==> src/rtl/iorec_pkg.sv <==
package iorec_pkg;
  // Fixed recovery floor: 3.5 bus clocks expressed in half periods
  localparam int FLOOR_HALVES = 7;

  function automatic int rcv_halves(input int extra_clks);
    return FLOOR_HALVES + 2 * extra_clks;
  endfunction
endpackage

==> src/rtl/iorec_strobe_mon.sv <==
module iorec_strobe_mon (
  input  logic clk,
  input  logic rst,
  input  logic rd_n,
  input  logic wr_n,
  output logic busy,
  output logic cmd_done
);
  logic busy_q;

  assign busy = ~rd_n | ~wr_n;

  always_ff @(posedge clk) begin
    if (rst) busy_q <= 1'b0;
    else     busy_q <= busy;
  end

  // Trailing (rising) edge of whichever command strobe was active
  assign cmd_done = busy_q & ~busy;
endmodule

==> src/rtl/iorec_counter.sv <==
module iorec_counter #(
  parameter int EXTRA_W = 4,
  parameter int CNT_W   = EXTRA_W + 3
) (
  input  logic               clk,
  input  logic               rst,
  input  logic               load,
  input  logic [EXTRA_W-1:0] extra,
  input  logic               tick,
  output logic [CNT_W-1:0]   cnt_q,
  output logic [CNT_W-1:0]   cnt_nxt
);
  logic [CNT_W-1:0] load_val;

  assign load_val = CNT_W'(iorec_pkg::FLOOR_HALVES) + {{(CNT_W-EXTRA_W-1){1'b0}}, extra, 1'b0};

  always_comb begin
    if (load)                          cnt_nxt = load_val;
    else if (tick && cnt_q != '0)      cnt_nxt = cnt_q - CNT_W'(1);
    else                               cnt_nxt = cnt_q;
  end

  always_ff @(posedge clk) begin
    if (rst) cnt_q <= '0;
    else     cnt_q <= cnt_nxt;
  end
endmodule

==> src/rtl/iorec_timer.sv <==
module iorec_timer #(
  parameter int EXTRA_W = 4
) (
  input  logic               clk,
  input  logic               rst,
  input  logic               half_tick,
  input  logic               cmd_rd_n,
  input  logic               cmd_wr_n,
  input  logic               start_req,
  input  logic               start_io,
  input  logic               start_sub,
  input  logic [EXTRA_W-1:0] rcv_extra,
  output logic               start_gnt
);
  localparam int CNT_W = EXTRA_W + 3;

  logic             bus_busy;
  logic             cmd_done;
  logic [CNT_W-1:0] rcv_cnt;
  logic [CNT_W-1:0] rcv_cnt_nxt;
  logic             exempt;
  logic             eligible;

  iorec_strobe_mon u_mon (
    .clk      (clk),
    .rst      (rst),
    .rd_n     (cmd_rd_n),
    .wr_n     (cmd_wr_n),
    .busy     (bus_busy),
    .cmd_done (cmd_done)
  );

  iorec_counter #(.EXTRA_W(EXTRA_W), .CNT_W(CNT_W)) u_cnt (
    .clk     (clk),
    .rst     (rst),
    .load    (cmd_done),
    .extra   (rcv_extra),
    .tick    (half_tick),
    .cnt_q   (rcv_cnt),
    .cnt_nxt (rcv_cnt_nxt)
  );

  // Memory cycles and byte sub-cycles bypass recovery
  assign exempt   = ~start_io | start_sub;
  assign eligible = exempt | (rcv_cnt_nxt == '0);

  always_ff @(posedge clk) begin
    if (rst) start_gnt <= 1'b0;
    else     start_gnt <= start_req & ~bus_busy & eligible;
  end
endmodule

==> config.mk <==
export PLATFORM = sky130hd
export DESIGN_NAME = iorec_timer
export DESIGN_NICKNAME = d
export VERILOG_FILES = /design/src/rtl/iorec_pkg.sv /design/src/rtl/iorec_strobe_mon.sv /design/src/rtl/iorec_counter.sv /design/src/rtl/iorec_timer.sv
export SDC_FILE = /design/constraint.sdc
export NUM_CORES = 1
export LEC_CHECK = 0
export CAP_MARGIN = 20
export CORE_AREA = 2 2 39 41
export DETAILED_ROUTE_END_ITERATION = 10
export DIE_AREA = 0 0 41 43
export GPL_TIMING_DRIVEN = 0
export PLACE_DENSITY = 0.76
export SLEW_MARGIN = 40
export SYNTH_ARGS = -nofsm -noshare
export SYNTH_HDL_FRONTEND = slang
export SYNTH_HIERARCHICAL = 1
export SYNTH_SLANG_ARGS = --single-unit
==> constraint.sdc <==
create_clock -name clk -period 5.2 [get_ports clk]
set_clock_uncertainty 0.15 [all_clocks]
set_input_delay 0.78 -clock clk [delete_from_list [all_inputs] [get_ports clk]]
set_output_delay 0.78 -clock clk [all_outputs]
set_load 0.005 [all_outputs]
# Word level (Yosys, flattened, before mapping)
# Index checks and enable logic that the tools add are counted.
# classes
addsub,2
mux,2
n_bitwise,10
n_reduce_logical,3
# ops
operator,count
7-bit two-way mux,2
7-bit zero test,1
7-bit nonzero test,1
7-bit by 1-bit subtractor with 7-bit output (second input constant),1
3-bit by 5-bit adder with 6-bit output (first input constant),1
1-bit inverter,4
1-bit AND,3
1-bit OR,3
1-bit logical AND,1
# word_totals
reg_bits,9
output_inout_bits,1

# Depth between registers and ports, before layout
# Gate-level depths: netlist of run 1.
# depth
word_depth,8
ltp_mapped,8
mapped_depth_nobuf,8

# Cells and area by module
# The synthesis of run 1 kept the hierarchy.
# modules_own_cells
mod,n_inst,cells_per_inst,area_each_um2
iorec_counter,1,65,546.8
iorec_timer,1,6,63.8
iorec_strobe_mon,1,4,35.0

# Worst setup path before layout of run 1
# OpenSTA, ideal clock, no wires.
# synth_timing
path_type,input -> register
start,input cmd_rd_n
end,register start_gnt
setup_ps,87
arrival_ps,2271
t_required_ps,4963
setup_slack_ps,2692
path_stages,7
path_cell_list,and3_1 or4b_2 o2bb2ai_1 nor2_1 nor4_2 a21oi_1 nor4b_2
# synth_between
elab_chain_cells,8
word_cells_on_any_way,9
cone_classes,mux: 1; bitwise: 7; reduce/logical: 1
# synth_lines
element,line_no,rtl
start: declaration,iorec_timer.sv:7,"input logic cmd_rd_n,"
1-bit inverter,iorec_strobe_mon.sv:11,assign busy = ~rd_n | ~wr_n;
1-bit OR,iorec_strobe_mon.sv:11,
1-bit inverter,iorec_strobe_mon.sv:19,assign cmd_done = busy_q & ~busy;
1-bit AND,iorec_strobe_mon.sv:19,
7-bit two-way mux,iorec_counter.sv:18,if (load) cnt_nxt = load_val;
named net rcv_cnt_nxt[5],iorec_timer.sv:20,logic [CNT_W-1:0] rcv_cnt_nxt;
7-bit zero test,iorec_timer.sv:45,assign eligible = exempt | (rcv_cnt_nxt == '0);
1-bit OR,iorec_timer.sv:45,
1-bit AND,iorec_timer.sv:49,else start_gnt <= start_req & ~bus_busy & eligible;
end signal: assignment,iorec_timer.sv:49,
end: declaration,iorec_timer.sv:13,output logic start_gnt
# The timed path passes the listed nets, and every way through them passes these cells.
# A chain may end at the register's enable or synchronous reset.

# Final worst setup path of run 1
# layout_timing
start,input cmd_rd_n
end,register start_gnt
# layout_between
elab_chain_cells,8
word_cells_on_any_way,9
cone_classes,mux: 1; bitwise: 7; reduce/logical: 1
# layout_lines
element,line_no,rtl
1-bit inverter,iorec_strobe_mon.sv:11,
1-bit OR,iorec_strobe_mon.sv:11,
1-bit inverter,iorec_strobe_mon.sv:19,
1-bit AND,iorec_strobe_mon.sv:19,
named net cmd_done,iorec_timer.sv:18,logic cmd_done;
7-bit two-way mux,iorec_counter.sv:18,
named net rcv_cnt_nxt[5],iorec_timer.sv:20,
7-bit zero test,iorec_timer.sv:45,
1-bit OR,iorec_timer.sv:45,
1-bit AND,iorec_timer.sv:49,
# The timed path passes the listed nets, and every way through them passes these cells.

==> results.md, run 1 <==
* Run status: completed
* Clock sinks at 9
* Critical path startpoint category: input pin
* Post-Route WL at 1.465 mm
* Initial Util at 46.65%
* Yosys warnings at 6
* Antenna-violating nets left at 0
* Number of iterations in the first detailed-routing pass at 4
* Clock Latency Late Sink at 0.26 ns
* Setup CP Type: input pin to register
* FF-to-FF setup slack at 2.87 ns
* Crit-path cells: clkdlybuf4s50_1, and3_1, or4b_2, o2bb2ai_1, nor2_1, nor4_2, a21oi_1, nor4b_2
* Cells after synthesis at 75
* Worst Path Required at 5.23 ns
* Fillers at 128
* Initial antenna violation count at 0
* Clk slew on worst S/H paths at 0.06 ns
* Most frequent cells in the layout: clkdlybuf4s50_1 (12), dfxtp_1 (9), a21oi_1 (7), inv_1 (6), nor2_1 (5)
* Mapped Nets at 90
* Clock buffer depth at 2
* Post-CTS Resized at 0
* Ratio of cells with drive above 1 in the final layout at 10.99%
* Detail Placement HPWL at 1.105 mm
* Peak VDD IR at 0.1712 mV
* Post-synthesis cell type count at 34
* Slowest-stage cell, CP: or4b_2
* Gpl congestion at 0.7539
* Critical Path Fanout Max at 3
* Final net count at 107
* Final Max Slew Viols at 0
* Count of state elements after synthesis at 9
* Reg-to-reg critical path endpoint: start_gnt
* Tcrit/Tclk final at 54.97%
* Grt ovf at 0
* Total placed cells including tap cells at 103
* Height of the die at 43 um
* Hold Crit Depth at 2
* MaxCap Viol Count at 0
* Core ar. at 1384 um^2
* Final Hold Viols at 0
* DRC at 0
* Die W at 41 um
* Root buf cell: clkbuf_4
* Hold EP: u_cnt/cnt_q[6]
* Setup ws final at 2.342 ns
* Final std cells w/o fill at 107
* IO Pins at 13
* Final Power at 309.1 uW
* Port Buffers at 12
* Worst Tran Pin Value at 0.6121 ns
* FP Rows at 14
* Max stage delay on crit path at 0.61 ns
* Largest net degree at the start of global routing at 11
* Wire per inst at 13.69 um
* Syn_area_per_cell at 8.608 um^2
* Vias in the first global route at 574
* GRT Total Usage at 20.34%
* Place WS at 2.072 ns
* Final setup TNS at 0 ns
* HP Start: u_cnt/cnt_q[6]
* Worst Reg-to-Reg Cells at 8
* Unrepaired setup endpoints after global routing: false
* Cell Area, Synth at 645.6 um^2
* Vias at 651
* Post-CTS Hold Fix Bufs at 0
* Setup Viol. Count Final at 0
* H-tree depth at 1
* 1st-iter DRT viols at 27
* Die area at 1763 um^2
* Commonest non-fill, non-tap cell in the layout: clkdlybuf4s50_1
* RR Startpoint: u_cnt/cnt_q[1]
* CTS tree: yes
* Crit. End Element: register
* Relative slew slack at 59.11%
* Worst EP arrival at 2.88 ns
* Worst hold path class: register to register
* Number of diodes at 0
* DR vias/cell at 6.084
* First-pass GRT wire length at 2.387 mm
* Sequential area share after synthesis at 27.91%
* Lkg Pwr at 0.0003078 uW
* PwrDens at 380.7 nW/um^2
* Final min period at 2.858 ns
* Fmax at 349.9 MHz
* CTS buffer count at 3
* # Post-CTS Setup Buffers at 0
* Area growth syn-to-layout at 25.78%
==> metrics by stage <==
stage | utilization, % | area (um^2) | hold WS, ns
after detailed placement | 56.78 | 785.8 | 0.3903
final | 58.68 | 812.0 | 0.4070
after global placement | 56.78 | 785.8 | 0.3784
after global routing | 58.68 | 812.0 | 0.4322
after floorplan | - | 645.6 | 0.3484
after CTS | 58.68 | 812.0 | 0.3989
==> worst max-delay path by stage <==
stage | from | endpoint | slack [ns] | cells after the start
floorplan | cmd_rd_n | start_gnt | 2.69 | 7
global placement | cmd_rd_n | start_gnt | 2.12 | 8
detailed placement | cmd_rd_n | start_gnt | 2.07 | 8
finish | cmd_rd_n | start_gnt | 2.34 | 8
CTS | cmd_rd_n | start_gnt | 2.35 | 8
global route | cmd_rd_n | start_gnt | 2.17 | 9
==> synth_stat cells, drive strengths merged <==
cell type  n  area share, %
or4b       3            5.2
a21bo      1            1.6
a221oi     3            5.0
dfxtp      9             28
nor3       3            2.3
a22oi      3            3.5
nor2b      1           0.97
nand3b     1            1.2
a211oi     3            3.5
nand2      4            2.3
nor2       5            2.9
inv        6            3.5
nor3b      1            1.2
o2bb2ai    1            1.4
o211ai     2            2.3
a21oi      7            5.4
nor4       1            1.9
xor2       2            2.7
a211o      2            2.9
o21ai      3            2.3
nand2b     1           0.97
or3        1           0.97
o31ai      1            1.2
clkbuf     2            1.2
nand4bb    1            1.7
mux2i      2            3.1
ha         3            5.8
and3       1           0.97
o41a       1            1.7
nor4b      1            2.3
==> state kept, by name (all words and copies together) (netlist names) <==
| register | cells |
|---|---|
| start_gnt | 1 |
| u_cnt/cnt_q | 7 |
| u_mon/busy_q | 1 |
==> routing by layer <==
layer / global-route usage, % / vias to the layer above / part of all wire, %
met1: 26.95 / 313 / 48
met2: 28.75 / 14 / 47
met5: 0 / - / 0
li1: - / 322 / -
met3: 3.141 / 2 / 3.5
met4: 14.00 / 0 / 0.82
==> worst max-delay path: cells and delay by family <==
kind	cells	cell delay [ns]
AOI/OAI and AO/OA	2	0.29
buffers and inverters	1	0.44
and+or+nand+nor	5	1.37
==> cell families (layout without fill, tap and decap cells) <==
family          Yosys count  count (layout)  synth area share (%)
xor+xnor                  2               2                 2.714
compound gates           27              27                 30.81
buf+inv                   8              24                 4.651
mux                       2               2                 3.101
flops                     9               9                 27.91
simple gates             24              24                 25.00
fa+ha+maj                 3               3                 5.815
==> power by group <==
part	internal, uW	switching (uW)
combinational	75.0	77.2
clock	29.7	26.8
sequential	83.6	16.9
total	188	121
==> final cells by class <==
class	count	area, um^2	area share (%)
sequential	9	180.2	22.19
buffer	2	7.507	0.9245
inverter	6	22.52	2.773
clock buffer	4	26.28	3.236
tap	16	20.02	2.465
multi-input combinational	58	435.4	53.62
timing repair buffer	12	120.1	14.79
Power figures use the tool's default switching activity.
==> run 2, diff against run 1 <==
Settings changed: CORE_AREA 2 2 39 41 to default, CORE_UTILIZATION from default to 48, DIE_AREA 0 0 41 43 to default, PLACE_DENSITY 0.76 to 0.75.
Clock period 5.2 ns to 2.7 ns, I/O delays scaled along.
==> run 2 against run 1 <==
Compared with the run above:
- clock power up 90%
- cell area is 0.31% lower
- wire length decreased by 0.20%
- die area is 15% lower
- combinational power grew 93%
- sequential share of layout area increased by 0.069 points
- worst hold slack worse by 0.0024 ns
- critical path type unchanged
- largest power group unchanged
==> results.md, run 2 (same netlist as run 1, synthesis figures left out) <==
* Run status: completed (unchanged)
* Die area at 1496 um^2 (was 1763 um^2)
* Clk slew on worst S/H paths at 0.06 ns (about the same)
* Area growth syn-to-layout at 25.39% (was 25.78%)
* Setup Viol. Count Final at 0 (unchanged)
* Register name with the most flops: u_cnt/cnt_q (unchanged)
* CP Depth at 8 (unchanged)
* Initial Util at 55.13% (was 46.65%)
* Number of diodes at 0 (unchanged)
* Sum of buffers and inverters on the critical path at 1 (unchanged)
* 1st-iter DRT viols at 25 (was 27)
* Most frequent cells in the layout: clkdlybuf4s50_1 (12), dfxtp_1 (9), a21oi_1 (7), inv_1 (6), nor2_1 (5) (unchanged)
* Gpl congestion at 0.7345 (was 0.7539)
* Hold Slack at 0.4047 ns (was 0.4070 ns)
* Tcrit/Tclk final at 91.43%
* Relative slew slack at 58.25% (was 59.11%)
* CTS tree: yes (unchanged)
* Vias at 658 (was 651)
* Critical Path Fanout Max at 3 (unchanged)
* Commonest non-fill, non-tap cell in the layout: clkdlybuf4s50_1 (unchanged)
* Unrepaired setup endpoints after global routing: false (unchanged)
* Height of the die at 38.68 um (was 43 um)
* Fmax at 405.1 MHz
* MaxCap Viol Count at 0 (unchanged)
* Critical path startpoint category: input pin (unchanged)
* Number of iterations in the first detailed-routing pass at 4 (unchanged)
* Final Max Slew Viols at 0 (unchanged)
* Antenna-violating nets left at 0 (unchanged)
* Peak VDD IR at 0.5094 mV (was 0.1712 mV)
* Ratio of cells with drive above 1 in the final layout at 10.99% (unchanged)
* Vias in the first global route at 550 (was 574)
* Crit-path cells: clkdlybuf4s50_1, and3_1, or4b_2, o2bb2ai_1, nor2_1, nor4_2, a21oi_1, nor4b_2 (unchanged)
* Worst Reg-to-Reg Cells at 8 (unchanged)
* Setup CP Type: input pin to register (unchanged)
* Worst Path Required at 2.72 ns (was 5.23 ns)
* Final Hold Viols at 0 (unchanged)
* CTS buffer count at 3 (unchanged)
* Port Buffers at 12 (unchanged)
* DR vias/cell at 6.267 (was 6.084)
* IO Pins at 13 (unchanged)
* Post-CTS Resized at 0 (unchanged)
* # Post-CTS Setup Buffers at 0 (unchanged)
* Die W at 38.68 um (was 41 um)
* Worst EP arrival at 2.49 ns (was 2.88 ns)
* First-pass GRT wire length at 2.249 mm (was 2.387 mm)
* Hold Crit Depth at 2 (unchanged)
* Clock buffer depth at 2 (unchanged)
* Clock sinks at 9 (unchanged)
* Post-CTS Hold Fix Bufs at 0 (unchanged)
* Crit. End Element: register (unchanged)
* Grt ovf at 0 (unchanged)
* Top flop regs: u_cnt/cnt_q x7, start_gnt x1, u_mon/busy_q x1 (unchanged)
* Delay-heaviest family, CP: simple AND/OR/NAND/NOR gates (unchanged)
* Wire per inst at 13.92 um (was 13.69 um)
* Root buf cell: clkbuf_4 (unchanged)
* Initial antenna violation count at 0 (unchanged)
* PwrDens at 734.4 nW/um^2 (was 380.7 nW/um^2)
* FP Rows at 12 (was 14)
* Worst hold path class: register to register (unchanged)
* Number of flip-flops in the largest register at 7 (unchanged)
* Detail Placement HPWL at 1.129 mm (was 1.105 mm)
* Final min period at 2.469 ns
* H-tree depth at 1 (unchanged)
* Final Power at 594.5 uW (was 309.1 uW)
* Final net count at 107 (unchanged)
* Setup ws final at 0.2313 ns (was 2.342 ns)
* Slowest-stage cell, CP: or4b_2 (unchanged)
* Post-Route WL at 1.462 mm (was 1.465 mm)
* Lkg Pwr at 0.0003078 uW (unchanged)
* Place WS at -0.03915 ns (was 2.072 ns)
* Max stage delay on crit path at 0.61 ns (about the same)
* GRT Total Usage at 22.37% (was 20.34%)
* Final core occ at 69.12% (was 58.68%)
* Core ar. at 1171 um^2 (was 1384 um^2)
* Worst Tran Pin Value at 0.6249 ns (was 0.6121 ns)
* Clock Latency Late Sink at 0.26 ns (about the same)
* Largest net degree at the start of global routing at 11 (unchanged)
* DRC at 0 (unchanged)
run 2: cell counts in the layout (fill, tap and decap cells not counted):
No cell type changed its count.
run 2: worst paths after layout:
check                                    start              to  slack [ns]
worst max-delay path                  cmd_rd_n       start_gnt        0.23
worst max register to register  u_cnt/cnt_q[1]       start_gnt        0.33
worst min register to register  u_cnt/cnt_q[6]  u_cnt/cnt_q[6]        0.40
worst min-delay path            u_cnt/cnt_q[6]  u_cnt/cnt_q[6]        0.40
run 2: layer usage:
layer,routed length [um],vias up,GRT usage [%]
met3,82,2,3.468
met5,0,-,0
met1,688,306,27.53
li1,-,321,-
met2,680,29,36.25
met4,10,0,12.93
run 2: cell type report:
class                      count  area (um^2)
clock buffer                   4        26.28
tap                           14        17.52
buffer                         2        7.507
inverter                       6        22.52
sequential                     9        180.2
timing repair buffer          12        120.1
fill                         101        361.6
multi-input combinational     58        435.4
run 2: report_power, final:
part | total, uW | internal [uW] | switching [uW]
Sequential | 195 | 161 | 34.1
Combinational | 293 | 146 | 147
Clock | 107 | 57.0 | 49.6
run 2: worst register-to-register path, cell delays in order (launching register included):
cell     delay, ns
dfxtp_1       0.35
inv_1         0.09
ha_1          0.19
nor3b_1       0.54
a21bo_2       0.30
mux2i_1       0.09
nor3_1        0.24
a21oi_1       0.12
nor4b_2       0.22
run 2: stage by stage:
stage | instances | TNS, ns | area (um^2)
floorplan | 75 | 0 | 645.6
global placement | 101 | -0.01520 | 783.3
detailed placement | 101 | -0.03915 | 783.3
CTS | 105 | 0 | 809.5
global route | 105 | 0 | 809.5
finish | 105 | 0 | 809.5
